## config.mk

```make
export PLATFORM = sky130hd
export DESIGN_NAME = ssp_master
export DESIGN_NICKNAME = d
export VERILOG_FILES = /design/src/rtl/ssp_pkg.sv /design/src/rtl/ssp_fifo.sv /design/src/rtl/ssp_clkgen.sv /design/src/rtl/ssp_shift.sv /design/src/rtl/ssp_master.sv
export SDC_FILE = /design/constraint.sdc
export NUM_CORES = 1
export LEC_CHECK = 0
export ABC_AREA = 1
export BUFFER_PORTS_ARGS = -buffer_cell sky130_fd_sc_hd__buf_4
export CELL_PAD_IN_SITES_DETAIL_PLACEMENT = 1
export CELL_PAD_IN_SITES_GLOBAL_PLACEMENT = 2
export CORE_MARGIN = 2
export CORE_UTILIZATION = 44
export DETAILED_ROUTE_END_ITERATION = 8
export GPL_ROUTABILITY_DRIVEN = 0
export GPL_TIMING_DRIVEN = 0
export HOLD_SLACK_MARGIN = 0.15
export PLACE_DENSITY_LB_ADDON = 0.1
export SYNTH_ARGS = -nofsm -noshare
export SYNTH_HDL_FRONTEND = slang
export SYNTH_SLANG_ARGS = --single-unit
```

## constraint.sdc

```tcl
create_clock -name clk_i -period 9 [get_ports clk_i]
set_clock_uncertainty 0.2 [all_clocks]
set_input_delay 0.9 -clock clk_i [delete_from_list [all_inputs] [get_ports clk_i]]
set_output_delay 0.9 -clock clk_i [all_outputs]
set_load 0.01 [all_outputs]
```

## src/rtl/ssp_pkg.sv

```systemverilog
package ssp_pkg;
  localparam int DW = 8;
  localparam logic [2:0] A_DATA  = 3'd0;
  localparam logic [2:0] A_RATE  = 3'd1;
  localparam logic [2:0] A_STAT  = 3'd2;
  localparam logic [2:0] A_PRESC = 3'd3;
  localparam logic [2:0] A_IEN   = 3'd4;
  localparam logic [2:0] A_RAW   = 3'd5;
endpackage

```

## src/rtl/ssp_fifo.sv

```systemverilog
module ssp_fifo #(
  parameter int W     = 8,
  parameter int DEPTH = 8,
  localparam int AW   = $clog2(DEPTH),
  localparam int CW   = $clog2(DEPTH + 1)
) (
  input  logic          clk_i,
  input  logic          rst_ni,
  input  logic          push_i,
  input  logic [W-1:0]  wdata_i,
  input  logic          pop_i,
  output logic [W-1:0]  rdata_o,
  output logic          empty_o,
  output logic          full_o,
  output logic [CW-1:0] count_o
);
  logic [W-1:0]  mem_q [DEPTH];
  logic [AW-1:0] wptr_q, rptr_q;
  logic [CW-1:0] cnt_q;
  logic          push_ok, pop_ok;

  assign empty_o = (cnt_q == '0);
  assign full_o  = (cnt_q == CW'(DEPTH));
  assign count_o = cnt_q;
  assign push_ok = push_i && !full_o;
  assign pop_ok  = pop_i && !empty_o;
  assign rdata_o = mem_q[rptr_q];

  always_ff @(posedge clk_i) begin
    if (push_ok) mem_q[wptr_q] <= wdata_i;
  end

  always_ff @(posedge clk_i or negedge rst_ni) begin
    if (!rst_ni) begin
      wptr_q <= '0;
      rptr_q <= '0;
      cnt_q  <= '0;
    end else begin
      if (push_ok) wptr_q <= wptr_q + 1'b1;
      if (pop_ok)  rptr_q <= rptr_q + 1'b1;
      case ({push_ok, pop_ok})
        2'b10:   cnt_q <= cnt_q + 1'b1;
        2'b01:   cnt_q <= cnt_q - 1'b1;
        default: cnt_q <= cnt_q;
      endcase
    end
  end


  count_step_chk: assert property (@(posedge clk_i) disable iff (!rst_ni)
    (push_i && !full_o && !pop_i) |=> (count_o == $past(count_o) + 1'b1));


  no_overflow_chk: assert property (@(posedge clk_i) disable iff (!rst_ni)
    (push_i && full_o && !pop_i) |=> $stable(count_o));
endmodule

```

## src/rtl/ssp_clkgen.sv

```systemverilog
module ssp_clkgen #(
  parameter int PW = 8,
  parameter int RW = 8
) (
  input  logic          clk_i,
  input  logic          rst_ni,
  input  logic          run_i,
  input  logic [PW-1:0] half_i,
  input  logic [RW-1:0] rate_i,
  output logic          tick_o
);
  logic [PW-1:0] pre_q;
  logic [RW-1:0] rate_q;
  logic          pre_wrap;

  assign pre_wrap = (pre_q == half_i - 1'b1);
  assign tick_o   = run_i && pre_wrap && (rate_q == rate_i);

  always_ff @(posedge clk_i or negedge rst_ni) begin
    if (!rst_ni) begin
      pre_q  <= '0;
      rate_q <= '0;
    end else if (!run_i) begin
      pre_q  <= '0;
      rate_q <= '0;
    end else if (pre_wrap) begin
      pre_q  <= '0;
      rate_q <= (rate_q == rate_i) ? '0 : rate_q + 1'b1;
    end else begin
      pre_q <= pre_q + 1'b1;
    end
  end
endmodule

```

## src/rtl/ssp_shift.sv

```systemverilog
module ssp_shift #(
  parameter int W = 8,
  localparam int BW = $clog2(W)
) (
  input  logic         clk_i,
  input  logic         rst_ni,
  input  logic         start_ok_i,
  input  logic [W-1:0] tx_data_i,
  input  logic         tick_i,
  input  logic         miso_i,
  output logic         tx_pop_o,
  output logic         rx_push_o,
  output logic [W-1:0] rx_data_o,
  output logic         active_o,
  output logic         sck_o,
  output logic         mosi_o
);
  logic          active_q, sck_q;
  logic [W-1:0]  sh_q, rx_q;
  logic [BW-1:0] bit_q;
  logic          last_bit;

  assign last_bit  = (bit_q == BW'(W - 1));
  assign tx_pop_o  = !active_q && start_ok_i;
  assign rx_push_o = active_q && tick_i && sck_q && last_bit;
  assign rx_data_o = rx_q;
  assign active_o  = active_q;
  assign sck_o     = sck_q;
  assign mosi_o    = active_q ? sh_q[W-1] : 1'b0;

  always_ff @(posedge clk_i or negedge rst_ni) begin
    if (!rst_ni) begin
      active_q <= 1'b0;
      sck_q    <= 1'b0;
      sh_q     <= '0;
      rx_q     <= '0;
      bit_q    <= '0;
    end else if (!active_q) begin
      if (start_ok_i) begin
        active_q <= 1'b1;
        sh_q     <= tx_data_i;
        bit_q    <= '0;
        sck_q    <= 1'b0;
      end
    end else if (tick_i) begin
      if (!sck_q) begin
        sck_q <= 1'b1;
        rx_q  <= {rx_q[W-2:0], miso_i};
      end else begin
        sck_q <= 1'b0;
        if (last_bit) begin
          active_q <= 1'b0;
        end else begin
          bit_q <= bit_q + 1'b1;
          sh_q  <= {sh_q[W-2:0], 1'b0};
        end
      end
    end
  end


  sck_idle_low_chk: assert property (@(posedge clk_i) disable iff (!rst_ni)
    !active_q |-> !sck_o);


  mosi_hold_chk: assert property (@(posedge clk_i) disable iff (!rst_ni)
    (active_q && $past(active_q) && !$fell(sck_q)) |-> $stable(mosi_o));
endmodule

```

## src/rtl/ssp_master.sv

```systemverilog
module ssp_master #(
  parameter int DEPTH       = 8,
  parameter int TIMEOUT_CYC = 64,
  localparam int CW  = $clog2(DEPTH + 1),
  localparam int TOW = $clog2(TIMEOUT_CYC + 1)
) (
  input  logic        clk_i,
  input  logic        rst_ni,
  input  logic [2:0]  addr_i,
  input  logic        we_i,
  input  logic        re_i,
  input  logic [7:0]  wdata_i,
  output logic [31:0] rdata_o,
  output logic        sck_o,
  output logic        mosi_o,
  input  logic        miso_i,
  output logic        irq_o
);
  import ssp_pkg::*;

  localparam logic [CW-1:0]  HALF_C = CW'(DEPTH / 2);
  localparam logic [TOW-1:0] TO_C   = TOW'(TIMEOUT_CYC);

  logic [7:0]    rate_q, presc_q;
  logic [3:0]    ien_q;
  logic          ovr_q;
  logic [TOW-1:0] to_q;

  logic          tx_push, rx_pop, tx_pop, rx_push;
  logic [DW-1:0] tx_data, rx_wdata, rx_rdata;
  logic          tx_empty, tx_full, rx_empty, rx_full;
  logic [CW-1:0] tx_cnt, rx_cnt;
  logic          presc_ok, active, tick, start_ok, busy;
  logic          clr_ovr, clr_to;
  logic [3:0]    raw;
  logic [4:0]    status;

  assign tx_push  = we_i && (addr_i == A_DATA);
  assign rx_pop   = re_i && (addr_i == A_DATA);
  assign clr_ovr  = we_i && (addr_i == A_RAW) && wdata_i[0];
  assign clr_to   = we_i && (addr_i == A_RAW) && wdata_i[1];
  assign presc_ok = |presc_q[7:1];
  assign start_ok = presc_ok && !tx_empty;
  assign busy     = active || !tx_empty;

  ssp_fifo #(.W(DW), .DEPTH(DEPTH)) u_txq (
    .clk_i, .rst_ni,
    .push_i(tx_push), .wdata_i(wdata_i), .pop_i(tx_pop),
    .rdata_o(tx_data), .empty_o(tx_empty), .full_o(tx_full), .count_o(tx_cnt)
  );

  ssp_fifo #(.W(DW), .DEPTH(DEPTH)) u_rxq (
    .clk_i, .rst_ni,
    .push_i(rx_push), .wdata_i(rx_wdata), .pop_i(rx_pop),
    .rdata_o(rx_rdata), .empty_o(rx_empty), .full_o(rx_full), .count_o(rx_cnt)
  );

  ssp_clkgen #(.PW(8), .RW(8)) u_clk (
    .clk_i, .rst_ni,
    .run_i(active), .half_i({1'b0, presc_q[7:1]}), .rate_i(rate_q), .tick_o(tick)
  );

  ssp_shift #(.W(DW)) u_shift (
    .clk_i, .rst_ni,
    .start_ok_i(start_ok), .tx_data_i(tx_data), .tick_i(tick), .miso_i(miso_i),
    .tx_pop_o(tx_pop), .rx_push_o(rx_push), .rx_data_o(rx_wdata),
    .active_o(active), .sck_o(sck_o), .mosi_o(mosi_o)
  );

  always_ff @(posedge clk_i or negedge rst_ni) begin
    if (!rst_ni) begin
      rate_q  <= '0;
      presc_q <= '0;
      ien_q   <= '0;
      ovr_q   <= 1'b0;
      to_q    <= '0;
    end else begin
      if (we_i && addr_i == A_RATE)  rate_q  <= wdata_i;
      if (we_i && addr_i == A_PRESC) presc_q <= {wdata_i[7:1], 1'b0};
      if (we_i && addr_i == A_IEN)   ien_q   <= wdata_i[3:0];
      if (rx_push && rx_full)        ovr_q   <= 1'b1;
      else if (clr_ovr)              ovr_q   <= 1'b0;
      // idle counter restarts on any receive queue movement
      if (rx_empty || rx_push || rx_pop || clr_to) to_q <= '0;
      else if (to_q != TO_C)                       to_q <= to_q + 1'b1;
    end
  end

  assign raw    = {tx_cnt <= HALF_C, rx_cnt >= HALF_C, to_q == TO_C, ovr_q};
  assign irq_o  = |(raw & ien_q);
  assign status = {busy, rx_full, !rx_empty, !tx_full, tx_empty};

  always_comb begin
    rdata_o = '0;
    case (addr_i)
      A_DATA:  rdata_o = rx_empty ? 32'd0 : {24'd0, rx_rdata};
      A_RATE:  rdata_o = {24'd0, rate_q};
      A_STAT:  rdata_o = {27'd0, status};
      A_PRESC: rdata_o = {24'd0, presc_q};
      A_IEN:   rdata_o = {28'd0, ien_q};
      A_RAW:   rdata_o = {28'd0, raw};
      default: rdata_o = '0;
    endcase
  end


  no_start_low_div_chk: assert property (@(posedge clk_i) disable iff (!rst_ni)
    $rose(active) |-> ($past(presc_q) >= 8'd2));


  overrun_set_chk: assert property (@(posedge clk_i) disable iff (!rst_ni)
    (rx_push && rx_full) |=> ovr_q);
endmodule

```

* Yosys cells after proc, flatten, opt, wreduce, memory -nomap -nowiden *
Memory sizes are Yosys's and may differ from the RTL's.
Index checks and enable logic that the tools add are counted.

operators by class
  add/subtract/negate cells = 13
  multiply operators = 0
  div/mod/pow operators = 0
  order comparisons = 2
  equality and inequality tests = 20
  shift operators = 0
  multiplexer cells = 37
  bitwise gates (word level) = 2
  reduce and logical (&&, ||, !) cells = 42

operators by type and width
  operator               count
  $mux W8                11
  $pmux W8 S6            1
  $logic_and A1 B1 Y1    20
  $add A8 B1 Y8 const B  2
  $eq A8 B8 Y1           2
  $mux W1                16
  $pmux W4 S2            2
  $add A3 B1 Y3 const B  5
  $mux W3                5
  $mux W7                2
  $reduce_bool A2 Y1     5
  $eq A3 B3 Y1 const B   3
  $add A4 B1 Y4 const B  2
  $eq A4 B4 Y1 const B   2
  $logic_not A4 Y1       2
  $sub A4 B1 Y4 const B  2
  $sub A7 B1 Y8 const B  1
  $add A7 B1 Y7 const B  1
  $eq A7 B7 Y1 const B   1
  $ne A7 B7 Y1 const B   1
  $reduce_or A7 Y1       1
  $eq A3 B2 Y1 const B   2
  $ne A2 B2 Y1 const B   3
  $logic_not A1 Y1       5
  14 further kinds       19

word-level totals
  flip-flop bits (word level) = 84
  bits in latches = 0
  bits in writable memories = 128
  memory bits (read-only) = 0
  output and inout bits = 35
  word-level logic and storage cells = 136
  memories kept = 2

memory list
  name         words  width  rd ports  clocked after Yosys merged registers in  write ports  line            RTL
  u_rxq.mem_q  8      8      1         0                                        1            ssp_fifo.sv:17  logic [W-1:0] mem_q [DEPTH];
  u_txq.mem_q  8      8      1         0                                        1            ssp_fifo.sv:17

* Depth between registers and ports, before layout *
Gate-level depths: netlist of the first run.

  depth after elaboration = 11
  depth in mapped cells = 20
  gate-level depth less buffers = 20

* Cells and area by module *
From an unflattened synthesis of the first run, not the netlist that was laid out.

second synthesis, totals
  cells, all modules = 1324
  area total of the unflattened synthesis = 11069.4 um^2

by module, submodules not included
  module            instances  cells each  area each (um^2)  seq. area each (um^2)
  ssp_fifo (u_txq)  1          357         3402.0            2172.1
  ssp_fifo (u_rxq)  1          357         3399.5            2172.1
  ssp_master        1          253         1843.0            675.6
  ssp_clkgen        1          225         1406.3            400.4
  ssp_shift         1          132         1018.5            525.5

* Worst setup path before layout of the first run *
No wires, ideal clock.

  kind = in2reg
  start = in addr_i[1]
  end = mem u_txq.mem_q[4][0] (enable)
  arrival time = 2.478 ns
  data required time = 8.417 ns
  path slack = 5.939 ns
  cell stages on the path = 6
  buffers on the path = 0
  path through = nor2_1 -> nand2_1 -> nor3_1 -> inv_1 -> or2_2 -> nor3_1

on the way
  longest elaborated chain between the ends = 5

ends and longest elaborated chain
  item                           line              RTL
  start, declared                ssp_master.sv:9   input logic [2:0] addr_i,
  $logic_not A3 Y1               ssp_master.sv:38  assign tx_push = we_i && (addr_i == A_DATA);
  $logic_and A1 B1 Y1            ssp_master.sv:38
  $logic_and A1 B1 Y1            ssp_fifo.sv:25    assign push_ok = push_i && !full_o;
  $mux W1                        ssp_fifo.sv:30    if (push_ok) mem_q[wptr_q] <= wdata_i;
  $mux W1 (implied by the code)  ssp_fifo.sv:30
  end, declared                  ssp_fifo.sv:17

No other way between the ends.

* Worst setup path in the final report of the first run *
  start = reg u_rxq.rptr_q[0]
  end = out rdata_o[4]

on the way
  longest elaborated chain between the ends = 3

ends and longest elaborated chain
  item                    line              RTL
  start, declared         ssp_fifo.sv:18    logic [AW-1:0] wptr_q, rptr_q;
  start signal, assigned  ssp_fifo.sv:40    if (pop_ok) rptr_q <= rptr_q + 1'b1;
  $mem_v2 Z8 W8           n/a
  $mux W8                 ssp_master.sv:96  A_DATA: rdata_o = rx_empty ? 32'd0 : {24'd0, rx_rdata};
  $pmux W8 S6             ssp_master.sv:95  case (addr_i)
  end, declared           ssp_master.sv:13  output logic [31:0] rdata_o,

No other way between the ends.

==> metrics, run 1 <==
clk sinks 212; critical path arrival 2600 ps; Worst-Margin Slew 1190 ps; max_slew headroom 20.0%; # setup viols final 0; # fillers 2,470; CTS root buf clkbuf_16; Ports 51; Cells after Synth 955; FMAX 270 MHz; routed vias/inst 5.30; critical path peak fanout 10; CTS Buffer Depth 3; Synth cell types 47; die height 154 um; largest net degree at the start of global routing 85; Initial DRC Count 414; final setup margin 5300 ps; flop2flop setup slack 5530 ps; Initial Util 45.1%; top cells by area, synth edfxtp_1 39%, dfrtp_1 21%, nand2_1 6.5%; Hold Crit Class reg -> reg; Simple-Gate Fraction of Synth Area 16.3%; Pwr Density 278 nW/um^2; PortBufs 26; Num CTS Buffers 24; CTS H-Tree Depth 1; DRC Markers 0; Die Wd 154 um; reg2reg end u_rxq.count_o[2]$_DFFE_PN0P_; Pins Over Slew Limit 0; Warnings, synthesis 0; critical path class reg -> out; compound-cell area share of the yosys netlist 11.0%; Area Growth Syn to Fin 13.8%; wire length of the first global-routing pass 41,300 um; mux cell area share after synthesis 1.01%; die area 23,600 um^2; Avg Cell Area, Syn 10.3 um^2; Vias 7,030; largest family of logic cells by synthesized area simple AND/OR/NAND/NOR gates; async set or reset register ratio after synthesis 39.6%; Worst-Skew Late Latency 510 ps; crit path time final 3700 ps; Layout Utilization 51.3%; Fin. Hold Viols 0; total grt overflow 0; count of TritonRoute iterations in the first routing pass 4; Post-synth top flop edfxtp_1; multi-input combinational cell area 3420 um^2; Crit. End Element primary output; post-route insts no fill 1,326; CTS clock-pin slew for the worst setup and hold paths 60 ps; CTS tree built; GRT Total Usage 22.2%; dpl hpwl 18,400 um; share of layout cells above drive strength 1 12.3%; Leak Pwr 4.69 nW; Critical Path End rdata_o[4]; number of global-route vias before repair 7,475; Rows 54; number of max-cap violations 0; Post-CTS Hold Buffers 0; routed wire length 25,800 um; placed cells 1,284; Worst Setup SP u_rxq.rptr_q[0]$_DFFE_PN0P_; Post-CTS Resized 0; #FFs+latches synth 212; EDFF count, synth 128; worst endpoint required time 7900 ps; Synth Area in XOR/XNOR 2.84%; final layout net count 1,065; initial antenna violation count 0; RSZ-0062 raised after global routing false; WL/cell 19.4 um; CORE AREA 21,900 um^2; final worst path period share 41.1%; RR Startpoint presc_q[1]$_DFFE_PN0P_; diode count 0; adder-cell share of the synthesized area 2.48%; R2R cell count 18; CP Launch Type register; Reg area 5950 um^2; Yosys top cell area share 38.9%; Power Total 3.13 mW; worst slack at placement 5080 ps; setup tns final 0 ps; Seq/Total Area, Yosys 60.2%; Post-DRT Antenna Nets 0; Max VDD drop 0.000147 V; postcts setup bufs 0; status completed; area leader, netlist edfxtp_1; Post-Syn Area 9870 um^2
[power by group]
part / switching [mW] / leakage [nW] / internal, mW
registers: 0.117 / 2.26 / 1.14
clock network: 0.385 / 0.348 / 0.522
logic: 0.631 / 2.08 / 0.329
[critical path: stages, from the launching register on]
cell and delay, ps:
dfrtp_1 350, clkbuf_1 220, buf_1 520, mux2i_1 320, o221ai_1 140, o211ai_1 150
o2111ai_1 200, buf_4 190
[sequential cells by signal, indices dropped and copies added (netlist names), 3 cells and up]
name,flops
u_rxq.mem_q,64
u_txq.mem_q,64
rate_q,8
u_clk.pre_q,8
u_clk.rate_q,8
u_shift.rx_data_o,8
u_shift.sh_q,8
presc_q,7
to_q,7
ien_q,4
u_rxq.count_o,4
u_txq.count_o,4
u_rxq.rptr_q,3
u_rxq.wptr_q,3
u_shift.bit_q,3
u_txq.rptr_q,3
u_txq.wptr_q,3
[logic make-up after synthesis]
logic type | Yosys count
xor gates and xnor gates | 32
DFF | 212
AOI/OAI and AO/OA | 176
muxes | 10
other | 1
adders and majority gates | 19
buffers and inverters | 130
and+or+nand+nor | 375
[layer usage]
metal  part of all wire (%)  track usage [%]  vias up
li1                       -                -     3378
met3                    3.0             2.51       28
met1                     45             29.7     3508
met4                    1.4             4.15        0
met2                     51             39.4      116
met5                      0                0        -
[through the flow]
| stage | hold WS, ps | instance area, um^2 |
|---|---|---|
| 2_1_floorplan | 255 | 9960 |
| 3_3_place_gp | 268 | 10500 |
| 3_5_place_dp | 277 | 10500 |
| 4_1_cts | 293 | 11200 |
| 5_1_grt | 317 | 11200 |
| 6_report | 293 | 11200 |
[cell usage in the layout, fill, tap and decap left out, types with 4 or more instances in the layout]
master	n
dfrtp_1	84
nor3_1	13
conb_1	24
nor2_1	126
nand4_1	7
o221ai_1	8
clkbuf_1	28
inv_1	73
o211ai_1	5
clkinv_1	7
xor2_1	24
edfxtp_1	128
ha_1	18
buf_4	50
o32ai_1	5
o21ai_2	12
xnor2_1	8
or2_2	5
nand3_1	35
mux2i_1	10
a22oi_1	4
a31o_2	7
o21ai_0	91
clkbuf_16	25
a21oi_1	10
o22ai_1	25
nand2_1	170
[worst min path at each step]
stage                                             from                      endpoint  slack (ps)  cells past startpoint
final                     u_shift.bit_q[2]$_DFFE_PN0P_  u_shift.bit_q[2]$_DFFE_PN0P_         290                      2
after global routing       u_shift.sh_q[3]$_DFFE_PN0P_   u_shift.sh_q[3]$_DFFE_PN0P_         320                      2
after CTS                  u_shift.sh_q[3]$_DFFE_PN0P_   u_shift.sh_q[3]$_DFFE_PN0P_         290                      2
after detailed placement   u_shift.sh_q[7]$_DFFE_PN0P_   u_shift.sh_q[7]$_DFFE_PN0P_         280                      2
after global placement     u_shift.sh_q[2]$_DFFE_PN0P_   u_shift.sh_q[2]$_DFFE_PN0P_         270                      2
after floorplan            u_shift.sh_q[7]$_DFFE_PN0P_   u_shift.sh_q[7]$_DFFE_PN0P_         260                      2
[layout make-up]
type,count,area share (%)
Inverter,78,2.62
Multi-Input combinational cell,636,30.4
Clock buffer,33,6.01
Sequential cell,212,52.9
Buffer,52,2.71
Clock inverter,9,0.434
Tap cell,280,3.12
Timing Repair Buffer,26,1.74
[synth_stat cells, types with 12 or more instances]
library cell    n
o21ai_0        91
nor2_1        126
edfxtp_1      128
o22ai_1        25
nor3_1         14
clkbuf_1       22
xor2_1         24
inv_1          73
buf_4          24
o21ai_2        12
nand2_1       170
nand3_1        35
dfrtp_1        84
ha_1           18
Power figures use the tool's default switching activity.
==> inputs of run 2 (changes only) <==
--- a/config.mk
+++ b/config.mk
@@ -10,7 +10,7 @@
 export CELL_PAD_IN_SITES_DETAIL_PLACEMENT = 1
 export CELL_PAD_IN_SITES_GLOBAL_PLACEMENT = 2
 export CORE_MARGIN = 2
-export CORE_UTILIZATION = 44
+export CORE_UTILIZATION = 36
 export DETAILED_ROUTE_END_ITERATION = 8
 export GPL_ROUTABILITY_DRIVEN = 0
 export GPL_TIMING_DRIVEN = 0
==> constraint.sdc (replaced) <==
create_clock -name clk_i -period 3 [get_ports clk_i]
set_clock_uncertainty 0.2 [all_clocks]
set_input_delay 0.3 -clock clk_i [delete_from_list [all_inputs] [get_ports clk_i]]
set_output_delay 0.3 -clock clk_i [all_outputs]
set_load 0.01 [all_outputs]
==> run 2 against run 1 <==
  * Total power grew to 3.1 times the previous value
  * Die area is 22% higher
  * Worst hold slack worse by 150 ps
  * Utilization is 7.3 points lower
  * Global-route usage is 2.9 points lower
  * Register-to-register slack worse by 5400 ps
  * Clock power grew to 3.2 times the previous value
  * Design area is 5.7% higher
  * Sequential share of layout area is 2.8 points lower
  * Critical endpoint is now u_rxq.count_o[2]$_DFFE_PN0P_
  * Largest power group unchanged
==> metrics, run 2 (synthesis results as in run 1) <==
status completed (unchanged); Pwr Density 821 nW/um^2 (was 278 nW/um^2); CORE AREA 27,000 um^2 (was 21,900 um^2); initial antenna violation count 0 (unchanged); CTS root buf clkbuf_16 (unchanged); dpl hpwl 18,700 um (was 18,400 um); count of TritonRoute iterations in the first routing pass 6 (was 4); number of global-route vias before repair 7,497 (was 7,475); most frequent cells in the layout 167 x nand2_1, 128 x edfxtp_1, 110 x nor2_1 (was 170 x nand2_1, 128 x edfxtp_1, 126 x nor2_1); total grt overflow 0 (unchanged); fin area 11,900 um^2 (was 11,200 um^2); Layout Utilization 44.0% (was 51.3%); largest net degree at the start of global routing 85 (unchanged); DRC Markers 0 (unchanged); worst endpoint required time 3200 ps (was 7900 ps); Post-DRT Antenna Nets 0 (unchanged); DP Area 10,600 um^2 (was 10,500 um^2); Max VDD drop 0.000329 V (was 0.000147 V); Pins Over Slew Limit 0 (unchanged); critical path arrival 3080 ps (was 2600 ps); critical path class reg -> reg (was reg -> out); FMAX 347 MHz; clk sinks 212 (unchanged); CP Launch Type register (unchanged); # setup viols final 0 (unchanged); largest registers u_rxq.mem_q (64), u_txq.mem_q (64) (unchanged); Power Total 9.75 mW (was 3.13 mW); WL/cell 19.2 um (was 19.4 um); PortBufs 26 (unchanged); wire length of the first global-routing pass 42,700 um (was 41,300 um); routed vias/inst 5.01 (was 5.30); CTS clock-pin slew for the worst setup and hold paths 60 ps (about the same); Crit. End Element register (was primary output); final layout net count 1,095 (was 1,065); CTS Buffer Depth 3 (unchanged); diode count 0 (unchanged); Rows 60 (was 54); Die Wd 170 um (was 154 um); Num CTS Buffers 25 (was 24); final worst path period share 96.1%; Fin. Hold Viols 0 (unchanged); commonest non-fill, non-tap cell in the layout nand2_1 (unchanged); Hold Crit Class in -> reg (was reg -> reg); Worst-Skew Late Latency 520 ps (was 510 ps); CTS H-Tree Depth 1 (unchanged); Worst-Margin Slew 1210 ps (was 1190 ps); Initial DRC Count 281 (was 414); number of max-cap violations 0 (unchanged); Area Growth Syn to Fin 20.2% (was 13.8%); CTS tree built (unchanged); crit path time final 2880 ps; die height 170 um (was 154 um); Ports 51 (unchanged); share of layout cells above drive strength 1 17.5% (was 12.3%); routed wire length 27,300 um (was 25,800 um); GRT Total Usage 19.3% (was 22.2%); # fillers 2,967 (was 2,470); Initial Util 36.6% (was 45.1%); max_slew headroom 18.4% (was 20.0%); die area 28,800 um^2 (was 23,600 um^2); Leak Pwr 4.87 nW (was 4.69 nW); Vias 7,102 (was 7,030); critical path peak fanout 5 (was 10)
[run 2: power by group]
| part | switching, mW | internal (mW) |
|---|---|---|
| Combinational | 1.97 | 1.08 |
| Sequential | 0.368 | 3.43 |
| Clock | 1.20 | 1.70 |
| Total | 3.54 | 6.21 |
[run 2: worst max-delay path, stage by stage (launching register included)]
cell	delay, ps
dfrtp_1	390
inv_2	90
ha_4	210
nand2_2	60
inv_2	40
nor2_4	90
nand3_2	110
nor2_4	120
nand4_4	110
nor2_8	160
nand4_4	110
clkinv_4	100
nand2_4	60
ha_4	210
xor2_4	150
ha_2	200
a21oi_2	130
xnor2_1	140
o21ai_1	90
[run 2: final timing paths]
kind / startpoint / endpoint / slack (ps) / cells after the start
worst min register to register: u_shift.sh_q[2]$_DFFE_PN0P_ / u_shift.sh_q[2]$_DFFE_PN0P_ / 290 / 2
worst max register to register: presc_q[2]$_DFFE_PN0P_ / u_rxq.count_o[2]$_DFFE_PN0P_ / 120 / 18
max in group asynchronous: rst_ni / presc_q[3]$_DFFE_PN0P_ / 1400 / 2
worst min-delay path: addr_i[0] / u_txq.wptr_q[1]$_DFFE_PN0P_ / 150 / 6
worst max-delay path: presc_q[2]$_DFFE_PN0P_ / u_rxq.count_o[2]$_DFFE_PN0P_ / 120 / 18
min in group asynchronous: rst_ni / u_txq.rptr_q[2]$_DFFE_PN0P_ / 390 / 2
[run 2: metal layers]
metal,wire (um),part of all wire (%),global-route usage [%],vias to the layer above
met4,550,2.0,4.76,0
met5,0,0,0,-
met2,13300,49,33.3,125
li1,-,-,-,3450
met1,12300,45,25.9,3485
met3,1110,4.1,2.40,42
[run 2: what timing repair did]
action	CTS	global route
cloned	0	0
pin swaps	7	10
hold buffers	15	0
endpoints found under the hold margin	174	0
setup endpoints to repair	92	68
resized for setup	37	27
buffers inserted	10	5
[run 2: per-stage QoR]
step / setup slack, ps / instances / TNS [ps] / hold slack (ps)
after global routing: -34.1 / 1418 / -34.1 / 200
after CTS: 13.1 / 1414 / 0 / 182
after floorplan: 55.4 / 978 / 0 / -196
after global placement: -581 / 1345 / -38830 / 268
after detailed placement: -656 / 1345 / -42660 / 274
final: 117 / 1418 / 0 / 148
[run 2: area by class of cell]
cell class / count / area, um^2 / area share, %
inverters: 78 / 299 / 2.52
clock inverters: 14 / 124 / 1.04
multi-input cells: 636 / 3620 / 30.5
well taps: 341 / 427 / 3.59
repair buffers: 56 / 495 / 4.17
clock buffers: 30 / 644 / 5.43
plain buffers: 51 / 309 / 2.60
flip-flops and latches: 212 / 5950 / 50.1
==> inputs of run 3 (changes only) <==
--- a/config.mk
+++ b/config.mk
@@ -9,6 +9,7 @@
 export BUFFER_PORTS_ARGS = -buffer_cell sky130_fd_sc_hd__buf_4
 export CELL_PAD_IN_SITES_DETAIL_PLACEMENT = 1
 export CELL_PAD_IN_SITES_GLOBAL_PLACEMENT = 2
+export CORE_ASPECT_RATIO = 1.2
 export CORE_MARGIN = 2
 export CORE_UTILIZATION = 36
 export DETAILED_ROUTE_END_ITERATION = 8
==> run 3 against run 2 <==
  * First-iteration DRC count decreased by 14%
  * Total power increased by 1.3%
  * Cell count about the same
  * Non-clock buffer count increased by 1
  * Sequential share of layout area about the same
  * Sequential power about the same
  * Clock-buffer cell count increased by 5
  * Utilization decreased by 0.062 points
  * Global-route usage about the same
  * Routed wire length decreased by 0.39%
  * Fmax increased by 0.17%
  * Critical endpoint is now rdata_o[4]
==> metrics, run 3 (synthesis results as in run 1) <==
critical path arrival 2380 ps (was 3080 ps); routed vias/inst 5.00 (was 5.01); sw power 3.51 mW (was 3.54 mW); Area Growth Syn to Fin 20.3% (was 20.2%); Layout Utilization 44.0% (about the same); PortBufs 26 (unchanged); final worst path period share 95.9% (was 96.1%); CP max stage delay 530 ps (was 390 ps); setup tns final 0 ps (unchanged); initial antenna violation count 0 (unchanged); max_slew headroom 17.3% (was 18.4%); worst endpoint required time 2500 ps (was 3200 ps); largest registers u_rxq.mem_q (64), u_txq.mem_q (64) (unchanged); number of global-route vias before repair 7,467 (was 7,497); Power Total 9.88 mW (was 9.75 mW); Die Wd 155 um (was 170 um); most frequent cells in the layout 166 x nand2_1, 128 x edfxtp_1, 111 x nor2_1 (was 167 x nand2_1, 128 x edfxtp_1, 110 x nor2_1); hold slack 149 ps (was 148 ps); sequential share of power 38.7% (was 39.0%); Initial Util 36.6% (about the same); Pwr Density 832 nW/um^2 (was 821 nW/um^2); crit path time final 2880 ps (about the same); status completed (unchanged); CP Buf/Inv Count 2 (was 3); RR Startpoint presc_q[2]$_DFFE_PN0P_ (unchanged); CTS clock-pin slew for the worst setup and hold paths 60 ps (about the same); die height 185 um (was 170 um); commonest non-fill, non-tap cell in the layout nand2_1 (unchanged); delay-heaviest family, CP buffers and inverters (was simple AND/OR/NAND/NOR gates); CTS H-Tree Depth 1 (unchanged); Hold Crit Class in -> reg (unchanged); critical path peak fanout 10 (was 5); CP Launch Type register (unchanged); total grt overflow 0 (unchanged); CTS root buf clkbuf_16 (unchanged); cell chain of the critical path clkbuf_1, o221ai_1, o211ai_1, o2111ai_1, buf_4 (was inv_2, ha_4, nand2_2, inv_2, nor2_4, nand3_2, nor2_4, nand4_4, nor2_8, nand4_4, clkinv_4, nand2_4, ha_4, xor2_4, ha_2, a21oi_2, xnor2_1, o21ai_1); final layout net count 1,095 (unchanged); wire length of the first global-routing pass 42,300 um (was 42,700 um); final setup margin 122 ps (was 117 ps); # setup viols final 0 (unchanged); routed wire length 27,200 um (was 27,300 um); Num CTS Buffers 24 (was 25); largest net degree at the start of global routing 85 (unchanged); Worst path slowest cell clkbuf_1 (was dfrtp_1); Max VDD drop 0.000572 V (was 0.000329 V); CTS tree built (unchanged); clock share of power 30.4% (was 29.7%); count of TritonRoute iterations in the first routing pass 4 (was 6); number of max-cap violations 0 (unchanged); worst slack at placement -683 ps (was -656 ps); Pins Over Slew Limit 0 (unchanged); critical path class reg -> out (was reg -> reg); CORE AREA 27,000 um^2 (about the same); Worst-Margin Slew 1240 ps (was 1210 ps); min-delay src addr_i[2] (was addr_i[0]); die area 28,800 um^2 (about the same); hold path depth 5 (was 6); Post-DRT Antenna Nets 0 (unchanged); flop2flop setup slack 150 ps (was 120 ps); Initial DRC Count 241 (was 281); diode count 0 (unchanged); FMAX 347 MHz (about the same); GRT Total Usage 19.3% (about the same); sink of the worst hold path presc_q[1]$_DFFE_PN0P_ (was u_txq.wptr_q[1]$_DFFE_PN0P_); combinational share of power 31.0% (was 31.3%); CP Depth 5 (was 18); Leak Pwr 4.87 nW (about the same); CTS Buffer Depth 3 (unchanged); Crit. End Element primary output (was register); Worst-Skew Late Latency 520 ps (about the same); Ports 51 (unchanged); Rows 66 (was 60); WL/cell 19.2 um (about the same); clk sinks 212 (unchanged); share of layout cells above drive strength 1 18.0% (was 17.5%); dpl hpwl 18,900 um (was 18,700 um); reg2reg end u_rxq.count_o[2]$_DFFE_PN0P_ (unchanged); Sw Share 35.5% (was 36.3%); DRC Markers 0 (unchanged); Pint 6.37 mW (was 6.21 mW); Vias 7,085 (was 7,102); R2R cell count 17 (was 18); Fin. Hold Viols 0 (unchanged)
==> run 3: cell types whose count changed in the layout (fill, tap and decap cells not counted), sizes merged <==
| cell | previous run | this run |
|---|---|---|
| buf | 71 | 72 |
| clkinv | 15 | 7 |
| bufinv | 2 | 3 |
| clkbuf | 51 | 56 |
| clkinvlp | 1 | 2 |
==> run 3: worst register-to-register path, stage by stage (launching register included) <==
cell      delay (ps)
dfrtp_1          380
inv_2             70
ha_4             270
nor2_1            50
nor2_2           120
nand3_2          110
nor2_4           120
nand4_4          110
nor2_8           150
nand4_4          120
clkinv_4         120
nand2_8           60
ha_4             200
xor2_4           160
ha_2             200
a21oi_2          110
xnor2_1          130
o21ai_1           70
==> run 3: layout make-up <==
type	instances	area, um^2
inverter	78	302
clock inverter	8	119
buffer	50	312
timing repair buffer	58	470
multi-input combinational	636	3620
fill	3001	15100
tap	340	425
clock buffer	35	683
sequential	212	5950
==> run 3: power groups by stage <==
stage	sequential, mW	clock (mW)	combinational, mW
3_5_place_dp	3.83	0	2.94
3_3_place_gp	3.82	0	2.91
6_report	3.82	3.00	3.06
5_1_grt	3.88	3.17	3.48
4_1_cts	3.80	3.07	3.02
2_1_floorplan	3.72	0	2.02
==> run 3: how the worst max path moves through the flow <==
stage,from,endpoint,slack [ps]
after CTS,presc_q[1]$_DFFE_PN0P_,u_rxq.count_o[3]$_DFFE_PN0P_,8
after floorplan,presc_q[1]$_DFFE_PN0P_,u_rxq.count_o[2]$_DFFE_PN0P_,60
after detailed placement,presc_q[1]$_DFFE_PN0P_,u_rxq.mem_q[4][7]$_DFFE_PP_,-680
after global placement,presc_q[1]$_DFFE_PN0P_,u_rxq.mem_q[4][7]$_DFFE_PP_,-630
after global routing,presc_q[2]$_DFFE_PN0P_,u_rxq.count_o[2]$_DFFE_PN0P_,-0.9
final,u_rxq.rptr_q[1]$_DFFE_PN0P_,rdata_o[4],120
==> run 3: repair_timing <==
action / in CTS / in global routing
pin swaps: 8 / 10
setup buffers: 9 / 7
hold buffers: 15 / 0
setup endpoints to repair: 77 / 52
endpoints found under the hold margin: 174 / 0
resized for setup: 37 / 33
==> run 3: metrics by stage <==
stage,cells,instance area [um^2]
after floorplan,978,9960
after global placement,1344,10600
after detailed placement,1344,10600
after CTS,1410,11700
after global routing,1417,11900
final,1417,11900
==> run 3: per-layer routing <==
metal / wire length, um / vias up / track usage (%)
met1: 11500 / 3520 / 23.3
li1: - / 3440 / -
met5: 0 / - / 0
met3: 712 / 40 / 2.27
met4: 589 / 0 / 5.25
met2: 14400 / 85 / 36.2
